## config.mk

```make
export PLATFORM = sky130hd
export DESIGN_NAME = i2c_bit_engine
export DESIGN_NICKNAME = d
export VERILOG_FILES = /design/src/rtl/i2c_eng_pkg.sv /design/src/rtl/i2c_unit_timer.sv /design/src/rtl/i2c_in_sync.sv /design/src/rtl/i2c_step_decode.sv /design/src/rtl/i2c_bit_engine.sv
export SDC_FILE = /design/constraint.sdc
export NUM_CORES = 1
export LEC_CHECK = 0
export BUFFER_PORTS_ARGS = -buffer_cell sky130_fd_sc_hd__buf_2
export CAP_MARGIN = 5
export CORE_ASPECT_RATIO = 1.1
export CORE_MARGIN = 2
export CORE_UTILIZATION = 40
export DETAILED_ROUTE_END_ITERATION = 12
export GPL_ROUTABILITY_DRIVEN = 0
export PLACE_DENSITY = 0.68
export SLEW_MARGIN = 20
export SYNTH_ARGS = -nofsm -noshare
export SYNTH_HDL_FRONTEND = slang
export SYNTH_HIERARCHICAL = 1
export SYNTH_SLANG_ARGS = --single-unit
export TNS_END_PERCENT = 1
```

## constraint.sdc

```tcl
create_clock -name clk -period 5.48 [get_ports clk]
set_input_delay 0.274 -clock clk [delete_from_list [all_inputs] [get_ports clk]]
set_output_delay 0.274 -clock clk [all_outputs]
set_load 0.05 [all_outputs]
```

## src/rtl/i2c_eng_pkg.sv

```systemverilog
// Shared definitions for the I2C master bit engine.
// Holds the command codes, the per-line actions that a schedule step can
// request, and the length of each command in delay units.
package i2c_eng_pkg;

    typedef enum logic [2:0] {
        OP_NONE    = 3'd0,
        OP_RECOVER = 3'd1,
        OP_START   = 3'd2,
        OP_STOP    = 3'd3,
        OP_WRITE   = 3'd4,
        OP_READ    = 3'd5
    } op_e;

    typedef enum logic [1:0] {
        LA_KEEP = 2'd0,
        LA_LOW  = 2'd1,
        LA_REL  = 2'd2
    } line_act_e;

    localparam int STEP_W        = 6;
    localparam int BYTE_BITS     = 8;
    localparam int W_UNITS_BIT   = 4;
    localparam int R_UNITS_BIT   = 3;
    localparam int RECOV_PULSES  = 9;
    localparam int W_BODY        = (BYTE_BITS + 1) * W_UNITS_BIT;   // 36
    localparam int R_BODY        = BYTE_BITS * R_UNITS_BIT;         // 24
    localparam int RECOV_BODY    = RECOV_PULSES * W_UNITS_BIT;      // 36
    localparam int N_START       = 4;
    localparam int N_STOP        = 4;
    localparam int N_WRITE       = W_BODY + 1;                      // 37
    localparam int N_READ        = R_BODY + 5;                      // 29
    localparam int N_RECOVER     = RECOV_BODY + N_STOP;             // 40

    // True for the command codes the engine executes.
    function automatic logic op_known(input logic [2:0] code);
        return (code >= 3'(OP_RECOVER)) && (code <= 3'(OP_READ));
    endfunction

endpackage

```

## src/rtl/i2c_unit_timer.sv

```systemverilog
// Delay-unit timer.
// Produces a one-cycle tick every unit_cycles clocks, and restart realigns
// the count. A programmed value of zero is treated as one. Assumes
// unit_cycles is held stable while a command is running.
module i2c_unit_timer #(
    parameter int CNT_W = 16
) (
    input  logic             clk,
    input  logic             rst_n,
    input  logic             restart,
    input  logic [CNT_W-1:0] unit_cycles,
    output logic             tick
);
    logic [CNT_W-1:0] cnt;
    logic [CNT_W-1:0] limit;

    assign limit = (unit_cycles == '0) ? CNT_W'(1) : unit_cycles;
    assign tick  = (cnt == limit - CNT_W'(1));

    // Count clocks inside the current unit and wrap at the unit boundary.
    always_ff @(posedge clk) begin
        if (!rst_n)              cnt <= '0;
        else if (restart || tick) cnt <= '0;
        else                     cnt <= cnt + CNT_W'(1);
    end
endmodule

```

## src/rtl/i2c_in_sync.sv

```systemverilog
// Multi-flop synchroniser for an asynchronous pad input.
// Resets to 1, the free level of an open-drain line. Assumes STAGES >= 2.
module i2c_in_sync #(
    parameter int STAGES = 2
) (
    input  logic clk,
    input  logic rst_n,
    input  logic din,
    output logic dout
);
    logic [STAGES-1:0] sr;

    // Shift the pad level through the flop chain.
    always_ff @(posedge clk) begin
        if (!rst_n) sr <= '1;
        else        sr <= {sr[STAGES-2:0], din};
    end

    assign dout = sr[STAGES-1];
endmodule

```

## src/rtl/i2c_step_decode.sv

```systemverilog
// Schedule decoder: for a command and a unit index it gives the action
// applied to each line at the start of that unit, whether a read bit or an
// acknowledge is sampled at its end, and whether it is the last unit.
// Purely combinational. Assumes step stays below the command's length.
module i2c_step_decode
    import i2c_eng_pkg::*;
(
    input  logic [2:0]        op,
    input  logic [STEP_W-1:0] step,
    input  logic [7:0]        wbyte,
    input  logic              nack,
    output line_act_e         scl_act,
    output line_act_e         sda_act,
    output logic              smp_rx,
    output logic              smp_ack,
    output logic              last
);
    logic [3:0]        wslot;
    logic [1:0]        wph;
    logic [3:0]        rslot;
    logic [1:0]        rph;
    logic [2:0]        widx;
    logic [STEP_W-1:0] rtail;

    assign wslot = 4'(step >> 2);
    assign wph   = step[1:0];
    assign rslot = 4'(step / STEP_W'(R_UNITS_BIT));
    assign rph   = 2'(step % STEP_W'(R_UNITS_BIT));
    assign widx  = 3'(4'd7 - wslot);
    assign rtail = step - STEP_W'(R_BODY);

    // Map (command, unit) to line actions and sample strobes.
    always_comb begin
        scl_act = LA_KEEP;
        sda_act = LA_KEEP;
        smp_rx  = 1'b0;
        smp_ack = 1'b0;
        last    = 1'b0;
        case (op)
            3'(OP_START): begin
                case (step[1:0])
                    2'd1:    sda_act = LA_REL;
                    2'd2:    scl_act = LA_REL;
                    2'd3:    begin sda_act = LA_LOW; last = 1'b1; end
                    default: ;
                endcase
            end
            3'(OP_STOP), 3'(OP_RECOVER): begin
                if (op == 3'(OP_RECOVER) && step < STEP_W'(RECOV_BODY)) begin
                    if (wph == 2'd0) begin
                        scl_act = LA_LOW;
                        sda_act = LA_REL;
                    end else if (wph == 2'd2) begin
                        scl_act = LA_REL;
                    end
                end else begin
                    case (step[1:0])
                        2'd0:    scl_act = LA_LOW;
                        2'd1:    sda_act = LA_LOW;
                        2'd2:    scl_act = LA_REL;
                        default: begin sda_act = LA_REL; last = 1'b1; end
                    endcase
                end
            end
            3'(OP_WRITE): begin
                if (step < STEP_W'(W_BODY)) begin
                    case (wph)
                        2'd0: scl_act = LA_LOW;
                        2'd1: sda_act = (wslot < 4'd8 && !wbyte[widx]) ? LA_LOW : LA_REL;
                        2'd2: scl_act = LA_REL;
                        default: smp_ack = (wslot == 4'd8);
                    endcase
                end else begin
                    scl_act = LA_LOW;
                    last    = 1'b1;
                end
            end
            3'(OP_READ): begin
                if (step < STEP_W'(R_BODY)) begin
                    if (rph == 2'd0) begin
                        scl_act = LA_LOW;
                        sda_act = LA_REL;
                    end else if (rph == 2'd1) begin
                        scl_act = LA_REL;
                        smp_rx  = (rslot < 4'd8);
                    end
                end else begin
                    case (rtail)
                        STEP_W'(0): scl_act = LA_LOW;
                        STEP_W'(1): sda_act = nack ? LA_REL : LA_LOW;
                        STEP_W'(2): scl_act = LA_REL;
                        STEP_W'(4): begin scl_act = LA_LOW; last = 1'b1; end
                        default:    ;
                    endcase
                end
            end
            default: last = 1'b1;
        endcase
    end
endmodule

```

## src/rtl/i2c_bit_engine.sv

```systemverilog
// I2C master bit engine (top).
// Accepts one command while idle, steps through its unit schedule with the
// unit timer, drives the open-drain pull-low enables, samples the
// synchronised SDA and pulses done at the end. Assumes it is the only
// master and that no device stretches the clock.
module i2c_bit_engine
    import i2c_eng_pkg::*;
#(
    parameter int UNIT_W      = 16,
    parameter int SYNC_STAGES = 2
) (
    input  logic              clk,
    input  logic              rst_n,
    input  logic [UNIT_W-1:0] unit_cycles,
    input  logic              cmd_valid,
    input  logic [2:0]        cmd_op,
    input  logic [7:0]        cmd_wdata,
    input  logic              cmd_nack,
    output logic              busy,
    output logic              done,
    output logic [7:0]        rx_data,
    output logic              ack_seen,
    output logic              scl_drive_low,
    output logic              sda_drive_low,
    input  logic              sda_in
);
    logic [2:0]        op_q;
    logic [7:0]        wdata_q;
    logic              nack_q;
    logic [STEP_W-1:0] step_q;
    logic [7:0]        rx_shift;
    logic              sda_s;
    logic              tick;
    logic              accept;
    logic              advance;

    logic [2:0]        nx_op;
    logic [STEP_W-1:0] nx_step;
    logic [7:0]        nx_wbyte;
    logic              nx_nack;
    line_act_e         nx_scl, nx_sda, cu_scl, cu_sda;
    logic              nx_smp_rx, nx_smp_ack, nx_last;
    logic              cu_smp_rx, cu_smp_ack, cu_last;

    assign accept  = cmd_valid && !busy && op_known(cmd_op);
    assign advance = busy && tick && !cu_last;

    assign nx_op    = accept ? cmd_op    : op_q;
    assign nx_step  = accept ? '0        : step_q + STEP_W'(1);
    assign nx_wbyte = accept ? cmd_wdata : wdata_q;
    assign nx_nack  = accept ? cmd_nack  : nack_q;

    i2c_unit_timer #(.CNT_W(UNIT_W)) u_timer (
        .clk(clk), .rst_n(rst_n), .restart(accept),
        .unit_cycles(unit_cycles), .tick(tick)
    );

    i2c_in_sync #(.STAGES(SYNC_STAGES)) u_sync (
        .clk(clk), .rst_n(rst_n), .din(sda_in), .dout(sda_s)
    );

    // Decoder for the unit about to begin.
    i2c_step_decode u_dec_next (
        .op(nx_op), .step(nx_step), .wbyte(nx_wbyte), .nack(nx_nack),
        .scl_act(nx_scl), .sda_act(nx_sda),
        .smp_rx(nx_smp_rx), .smp_ack(nx_smp_ack), .last(nx_last)
    );

    // Decoder for the unit now running.
    i2c_step_decode u_dec_cur (
        .op(op_q), .step(step_q), .wbyte(wdata_q), .nack(nack_q),
        .scl_act(cu_scl), .sda_act(cu_sda),
        .smp_rx(cu_smp_rx), .smp_ack(cu_smp_ack), .last(cu_last)
    );

    // Apply the line actions at the start of each unit.
    always_ff @(posedge clk) begin
        if (!rst_n) begin
            scl_drive_low <= 1'b0;
            sda_drive_low <= 1'b0;
        end else if (accept || advance) begin
            if (nx_scl == LA_LOW)      scl_drive_low <= 1'b1;
            else if (nx_scl == LA_REL) scl_drive_low <= 1'b0;
            if (nx_sda == LA_LOW)      sda_drive_low <= 1'b1;
            else if (nx_sda == LA_REL) sda_drive_low <= 1'b0;
        end
    end

    // Command capture, unit stepping, completion and done pulse.
    always_ff @(posedge clk) begin
        if (!rst_n) begin
            busy    <= 1'b0;
            done    <= 1'b0;
            op_q    <= 3'(OP_NONE);
            wdata_q <= '0;
            nack_q  <= 1'b0;
            step_q  <= '0;
            rx_data <= '0;
        end else begin
            done <= 1'b0;
            if (accept) begin
                busy    <= 1'b1;
                op_q    <= cmd_op;
                wdata_q <= cmd_wdata;
                nack_q  <= cmd_nack;
                step_q  <= '0;
            end else if (busy && tick) begin
                if (cu_last) begin
                    busy <= 1'b0;
                    done <= 1'b1;
                    if (op_q == 3'(OP_READ)) rx_data <= rx_shift;
                end else begin
                    step_q <= nx_step;
                end
            end
        end
    end

    // Sample read bits and the device acknowledge at the end of a unit.
    always_ff @(posedge clk) begin
        if (!rst_n) begin
            rx_shift <= '0;
            ack_seen <= 1'b0;
        end else if (busy && tick) begin
            if (cu_smp_rx)  rx_shift <= {rx_shift[6:0], sda_s};
            if (cu_smp_ack) ack_seen <= sda_s;
        end
    end
endmodule

```

==> metrics.cfg, run 1 <==
[outcome]
status=finished, final reports clean

[timing]
rsz0062_at_grt=no
skew_ns=0.00619
worstMarginPinSlew_ns=0.902
fin_ws_ns=0.533
relSlewSlack_pct=39.8
min_period_ns=4.95
clock.fmax_ghz=0.202
drv_slew=0
fin_crit_sh_pct=90.3
hold_violations=0
final-setup-viol-count=0
fin_setup_tns_ns=0

[worst_hold_path]
hp-class=primary input to flop
hold_start=sda_in

[placed_design]
port_buffers=44
dp_slack_ns=0.0767
hpwlAfterDp_mm=7.34

[floorplanning]
fp.dieH_um=112
die_w_um=102
initial_core_util_pct=41.0
fp-row-count=39
die-area_sq_um=11500
core_area_sq_um=10400
ios=45

[layout]
area.sequential_sq_um=1150
layout-drive-gt1-share_pct=18.7
fin_nets=621
diodes=0
n_fill_cell=1029
syn2layout_area_growth_pct=14.2
final_core_util_pct=46.8
multi_input_area_sq_um=2870

[worst_setup_path]
max_stage_delay_ns=0.43
crit_required_ns=5.68
setup.worst_path.end=scl_drive_low$_SDFFE_PN0P_
critPathTopFamily=compound AO/OA/AOI/OAI gates
rrSetupSlack_ns=0.53
reg2reg_from=step_q[2]$_SDFFE_PP0P_
cp_data_arrival_time_ns=5.14
criticalPathCategory=flop to flop
crit_path_max_fanout=8
rr_endpoint=scl_drive_low$_SDFFE_PN0P_
critPathLaunch=step_q[2]$_SDFFE_PP0P_
end_kind=flop
critPathSlowestCell=dfxtp_1
crit_cells=25
reg2reg_depth=25
start_kind=flop
critPathBufInv=2

[synth]
synthesis.nets=583
netlist_instances=536
synth_area_sq_um=4260
yosys_warnings=6
synth.avg_cell_area_sq_um=7.94

[drt]
vias=4024
wl_per_cell_um=13.7
drc_errors=0
wirelength_mm=9.90
vias_per_cell=5.58
drt_iter0_markers=247
drt_pass1_iterations=4
drtAntennaViolNets=0

[clock_network]
cts.sinks=57
cts_setup_buffers=0
htreeDepth=3
cts_root_buf=clkbuf_16
cts_tree=done
cts_buffer_depth=2
cts_buffers=9
clk_latency_ns=0.32
clkSlewWorstSetupHoldPaths_ns=0.05

[global_route]
grt_max_degree=31
grt_pass1_vias=3809
grt.overflow.total=0
antenna_found_initial=0
grt_pass1_wl_mm=17.2
track_usage_pct=18.0

[power]
powerDensity_nw_per_um2=215
irDropWorstVdd_mv=0.197
p_leak_nw=1.98

[job]
max-cap-violations=0

[what timing repair did]
action	in CTS	in global routing
endpoints found under the setup margin	0	2
hold buffers	0	0
hold endpoints to repair	0	0
resized for setup	0	10
[worst register-to-register path, cell delays in order (launching register included)]
cell and delay (ns):
dfxtp_1 0.43, nand3_2 0.17, xor2_1 0.18, nor2_1 0.16, buf_4 0.21, ha_2 0.24
o21ai_2 0.09, a31oi_4 0.29, xnor2_1 0.16, and2_1 0.15, ha_2 0.24, nor2_1 0.08
a221oi_1 0.34, a31oi_2 0.10, inv_1 0.10, ha_1 0.19, nor3_1 0.05, nand4_1 0.11
o21ai_0 0.09, a21o_1 0.20, a311oi_2 0.30, o221ai_1 0.17, ha_1 0.33, and3b_1 0.19
a32oi_1 0.15, o211ai_1 0.10
[placed cells by master (no fill, tap or decap), types with 5 or more instances in the layout]
cell	n
and3b_1	5
and3_1	5
or4_1	5
o211ai_1	5
ha_1	13
nor2b_1	6
nor3b_1	5
nand4_1	16
nand3b_1	6
nand2_1	36
nor2_1	47
buf_4	16
clkbuf_16	9
o31ai_1	16
nor3_1	33
o21ai_0	21
nand2b_1	8
inv_1	14
xnor2_1	26
buf_2	44
a31oi_1	6
xor2_1	16
dfxtp_1	55
nand3_1	32
a21oi_1	34
mux2i_1	11
or3_1	5
[worst min path at each step]
| stage | slack [ns] | to | depth (start not counted) |
|---|---|---|---|
| final | 0.15 | u_sync/sr[0]$_SDFF_PN1_ | 2 |
| after floorplan | 0.35 | u_sync/sr[0]$_SDFF_PN1_ | 1 |
| after detailed placement | 0.40 | u_sync/sr[1]$_SDFF_PN1_ | 1 |
| after global routing | 0.14 | u_sync/sr[0]$_SDFF_PN1_ | 2 |
| after global placement | 0.39 | u_sync/sr[1]$_SDFF_PN1_ | 1 |
| after CTS | 0.14 | u_sync/sr[0]$_SDFF_PN1_ | 2 |
[registers in the layout, summed over array words and instances (netlist names)]
name,count
rx_data,8
u_timer/cnt,16
rx_shift,8
step_q,6
scl_drive_low,1
busy,1
done,1
nack_q,1
sda_drive_low,1
op_q,3
wdata_q,8
ack_seen,1
u_sync/sr,2
[through the flow]
step           hold slack [ns]  total power, mW  std cells  cell area [sq um]
5_1_grt                  0.140             1.09        721               4860
3_5_place_dp             0.396            0.568        706               4570
2_1_floorplan            0.347            0.529        536               4260
6_report                 0.149             1.05        721               4860
4_1_cts                  0.144             1.06        721               4830
3_3_place_gp             0.394            0.565        706               4570
[per-layer routing]
metal	vias to the layer above	wire, um	global-route usage, %
met5	-	0	0
met4	0	130	6.31
met3	9	409	2.80
met2	92	4690	29.4
met1	1884	4670	24.0
li1	2039	-	-
[where the power goes]
group	internal [mW]	total, mW	switching [mW]
Sequential	0.424	0.430	0.00678
Combinational	0.0507	0.131	0.0799
Clock	0.311	0.486	0.175
[final cells by class]
type	count	area share, %
Multi-Input combinational cell	430	59.1
Sequential cell	57	23.6
Timing Repair Buffer	60	7.00
Clock buffer	11	4.99
Tap cell	143	3.68
Inverter	16	1.24
Clock inverter	4	0.412
(Power assumes the default switching activity.)
==> run 2: changes to the inputs <==
--- a/config.mk
+++ b/config.mk
@@ -10,6 +10,7 @@
 export CORE_ASPECT_RATIO = 1.1
 export CORE_MARGIN = 2
 export CORE_UTILIZATION = 40
+export CTS_CLUSTER_DIAMETER = 50
 export DETAILED_ROUTE_END_ITERATION = 12
 export GPL_ROUTABILITY_DRIVEN = 0
 export PLACE_DENSITY = 0.68
@@ -18,4 +19,4 @@
 export SYNTH_HDL_FRONTEND = slang
 export SYNTH_HIERARCHICAL = 1
 export SYNTH_SLANG_ARGS = --single-unit
-export TNS_END_PERCENT = 1
+export TNS_END_PERCENT = 5
==> constraint.sdc (replaced) <==
create_clock -name clk -period 5.53 [get_ports clk]
set_input_delay 0.2765 -clock clk [delete_from_list [all_inputs] [get_ports clk]]
set_output_delay 0.2765 -clock clk [all_outputs]
set_load 0.05 [all_outputs]
==> metrics.cfg, run 2 (synthesis gave the netlist of run 1 again) <==
[floorplanning]
ios=45  ; unchanged
fp-row-count=39  ; unchanged
die-area_sq_um=11500  ; unchanged
die_w_um=102  ; unchanged
fp.dieH_um=112  ; unchanged
initial_core_util_pct=41.0  ; unchanged
core_area_sq_um=10400  ; unchanged

[outcome]
status=finished, final reports clean

[clock_network]
htreeDepth=3  ; unchanged
cts_hold_buf=0  ; unchanged
cts_root_buf=clkbuf_16
cts_tree=done
clk_latency_ns=0.33  ; about the same
cts_setup_buffers=0  ; unchanged
cts_buffer_depth=2  ; unchanged
cts.sinks=57  ; unchanged
clkSlewWorstSetupHoldPaths_ns=0.05  ; about the same
cts_buffers=9  ; unchanged

[timing]
relSlewSlack_pct=39.6  ; -0.23 points
clock.fmax_ghz=0.201  ; -0.63%
fin_crit_sh_pct=90.0  ; -0.25 points
skew_ns=0.00570  ; -0.000492 ns
min_period_ns=4.98  ; +0.0314 ns
hold_violations=0  ; unchanged
rsz0062_at_grt=no
worstMarginPinSlew_ns=0.905  ; +0.00346 ns
final-setup-viol-count=0  ; unchanged
fin_setup_tns_ns=0  ; unchanged
drv_slew=0  ; unchanged

[worst_setup_path]
crit_cells=23  ; -8.0%
cp_data_arrival_time_ns=5.18  ; +0.04 ns
rr_endpoint=scl_drive_low$_SDFFE_PN0P_
critPathBufInv=1  ; -1
reg2reg_from=step_q[3]$_SDFFE_PP0P_
criticalPathCategory=flop to flop
end_kind=flop
rrSetupSlack_ns=0.55  ; +0.02 ns
crit_required_ns=5.73  ; +0.05 ns
worstPathCellList=nand2_1 > or3_2 > a21oi_2 > xor2_1 > nand2_1 > and2_2 > and2_1 > ha_2 > nor2_1 > a221oi_1 > a31oi_1 > inv_1 > ha_1 > nor3_1 > nand4_1 > o211ai_1 > a21oi_1 > a311oi_2 > o221ai_1 > ha_1 > and3b_1 > a32oi_1 > o211ai_1
crit_path_max_fanout=10  ; +2
max_stage_delay_ns=0.51  ; +0.08 ns
reg2reg_depth=23  ; -8.0%
critPathSlowestCell=dfxtp_1
critPathTopFamily=simple AND/OR/NAND/NOR gates
start_kind=flop

[placed_design]
port_buffers=44  ; unchanged
hpwlAfterDp_mm=7.37  ; +0.44%

[global_route]
grt.overflow.total=0  ; unchanged
track_usage_pct=18.1  ; +0.091 points
grt_pass1_vias=3924  ; +3.0%
grt_pass1_wl_mm=17.3  ; +0.72%
grt_max_degree=31  ; unchanged
antenna_found_initial=0  ; unchanged

[drt]
vias_per_cell=5.62  ; +0.67%
drtAntennaViolNets=0  ; unchanged
wl_per_cell_um=14.0  ; +2.0%
drt_pass1_iterations=4  ; unchanged
drt_iter0_markers=213  ; -14%
drc_errors=0  ; unchanged
wirelength_mm=10.1  ; +2.3%
vias=4062  ; +0.94%

[worst_hold_path]
hold_depth=2  ; unchanged
hp-class=primary input to flop
hold_start=sda_in
hold_path_end=u_sync/sr[0]$_SDFF_PN1_

[layout]
fin_nets=622  ; +0.16%
layout_common_cells=dfxtp_1, nor2_1, buf_2, nand2_1
top_register=u_timer/cnt
largest_reg_flops=16  ; unchanged
n_fill_cell=1026  ; -0.29%
layout-drive-gt1-share_pct=19.0  ; +0.28 points
syn2layout_area_growth_pct=16.3
multi_input_area_sq_um=2880  ; +0.17%
diodes=0  ; unchanged
layout_commonest_cell=dfxtp_1
area.sequential_sq_um=1140  ; -0.33%

[power]
fin_total_pwr_mw=1.19  ; +14%
irDropWorstVdd_mv=0.180  ; -8.8%
powerDensity_nw_per_um2=241  ; +12%
p_leak_nw=2.02  ; +1.8%

[job]
max-cap-violations=0  ; unchanged

## run 2: cell types whose count changed in the layout (fill, tap and decap cells not counted), sizes merged
cell / before / now
buf: 60 / 61
bufinv: 0 / 3
clkinvlp: 0 / 1
clkinv: 4 / 1
## run 2: metal layers
| layer | vias to the layer above | global-route usage (%) | share of wire [%] | routed length (um) |
|---|---|---|---|---|
| met5 | - | 0 | 0 | 0 |
| met4 | 0 | 8.18 | 2.2 | 221 |
| met3 | 19 | 2.93 | 3.1 | 314 |
| met2 | 90 | 30.2 | 48 | 4840 |
| met1 | 1910 | 22.7 | 47 | 4750 |
| li1 | 2043 | - | - | - |
## run 2: final cells by class
cell class              count  share of cell area, %
multi-input cells         430                   58.1
clock buffers              11                   4.90
inverters                  16                   1.21
clock inverters             5                   2.07
well taps                 143                   3.61
repair buffers             61                   7.03
flip-flops and latches     57                   23.1
## run 2: worst max path at each step
stage                                start  slack (ns)                    endpoint
global placement                 cmd_op[1]        0.35  scl_drive_low$_SDFFE_PN0P_
detailed placement               cmd_op[1]        0.11  scl_drive_low$_SDFFE_PN0P_
floorplan                busy$_SDFFE_PN0P_        0.31  scl_drive_low$_SDFFE_PN0P_
CTS                 step_q[0]$_SDFFE_PP0P_        0.08  scl_drive_low$_SDFFE_PN0P_
global route        step_q[0]$_SDFFE_PP0P_        0.01  scl_drive_low$_SDFFE_PN0P_
finish              step_q[3]$_SDFFE_PP0P_        0.55  scl_drive_low$_SDFFE_PN0P_
## run 2: repair_timing
| item | in CTS | in global routing |
|---|---|---|
| setup endpoints to repair | 0 | 2 |
| resized for setup | 0 | 9 |
| endpoints found under the hold margin | 0 | 0 |
## run 2: per-stage QoR
step,worst slack [ns],cell area [sq um],std cells,util (%),hold slack (ns)
2_1_floorplan,0.306,4260,536,-,0.350
4_1_cts,0.0794,4920,723,47.4,0.133
3_3_place_gp,0.347,4580,707,44.0,0.393
6_report,0.551,4950,723,47.6,0.137
5_1_grt,0.0108,4950,723,47.6,0.157
3_5_place_dp,0.106,4580,707,44.0,0.395
## run 2: worst register-to-register path, stage by stage (launching register included)
cell and delay, ns:
dfxtp_1 0.51, nand2_1 0.17, or3_2 0.45, a21oi_2 0.28
xor2_1 0.17, nand2_1 0.12, and2_2 0.25, and2_1 0.15
ha_2 0.21, nor2_1 0.12, a221oi_1 0.09, a31oi_1 0.29
inv_1 0.09, ha_1 0.22, nor3_1 0.14, nand4_1 0.14
o211ai_1 0.11, a21oi_1 0.07, a311oi_2 0.31, o221ai_1 0.17
ha_1 0.32, and3b_1 0.19, a32oi_1 0.17, o211ai_1 0.11
## run 2: power by group
part	internal [mW]	leakage [nW]	switching (mW)	total [mW]
sequential	0.420	0.462	0.00680	0.427
combinational	0.0501	1.39	0.0802	0.130
clock	0.451	0.166	0.186	0.637
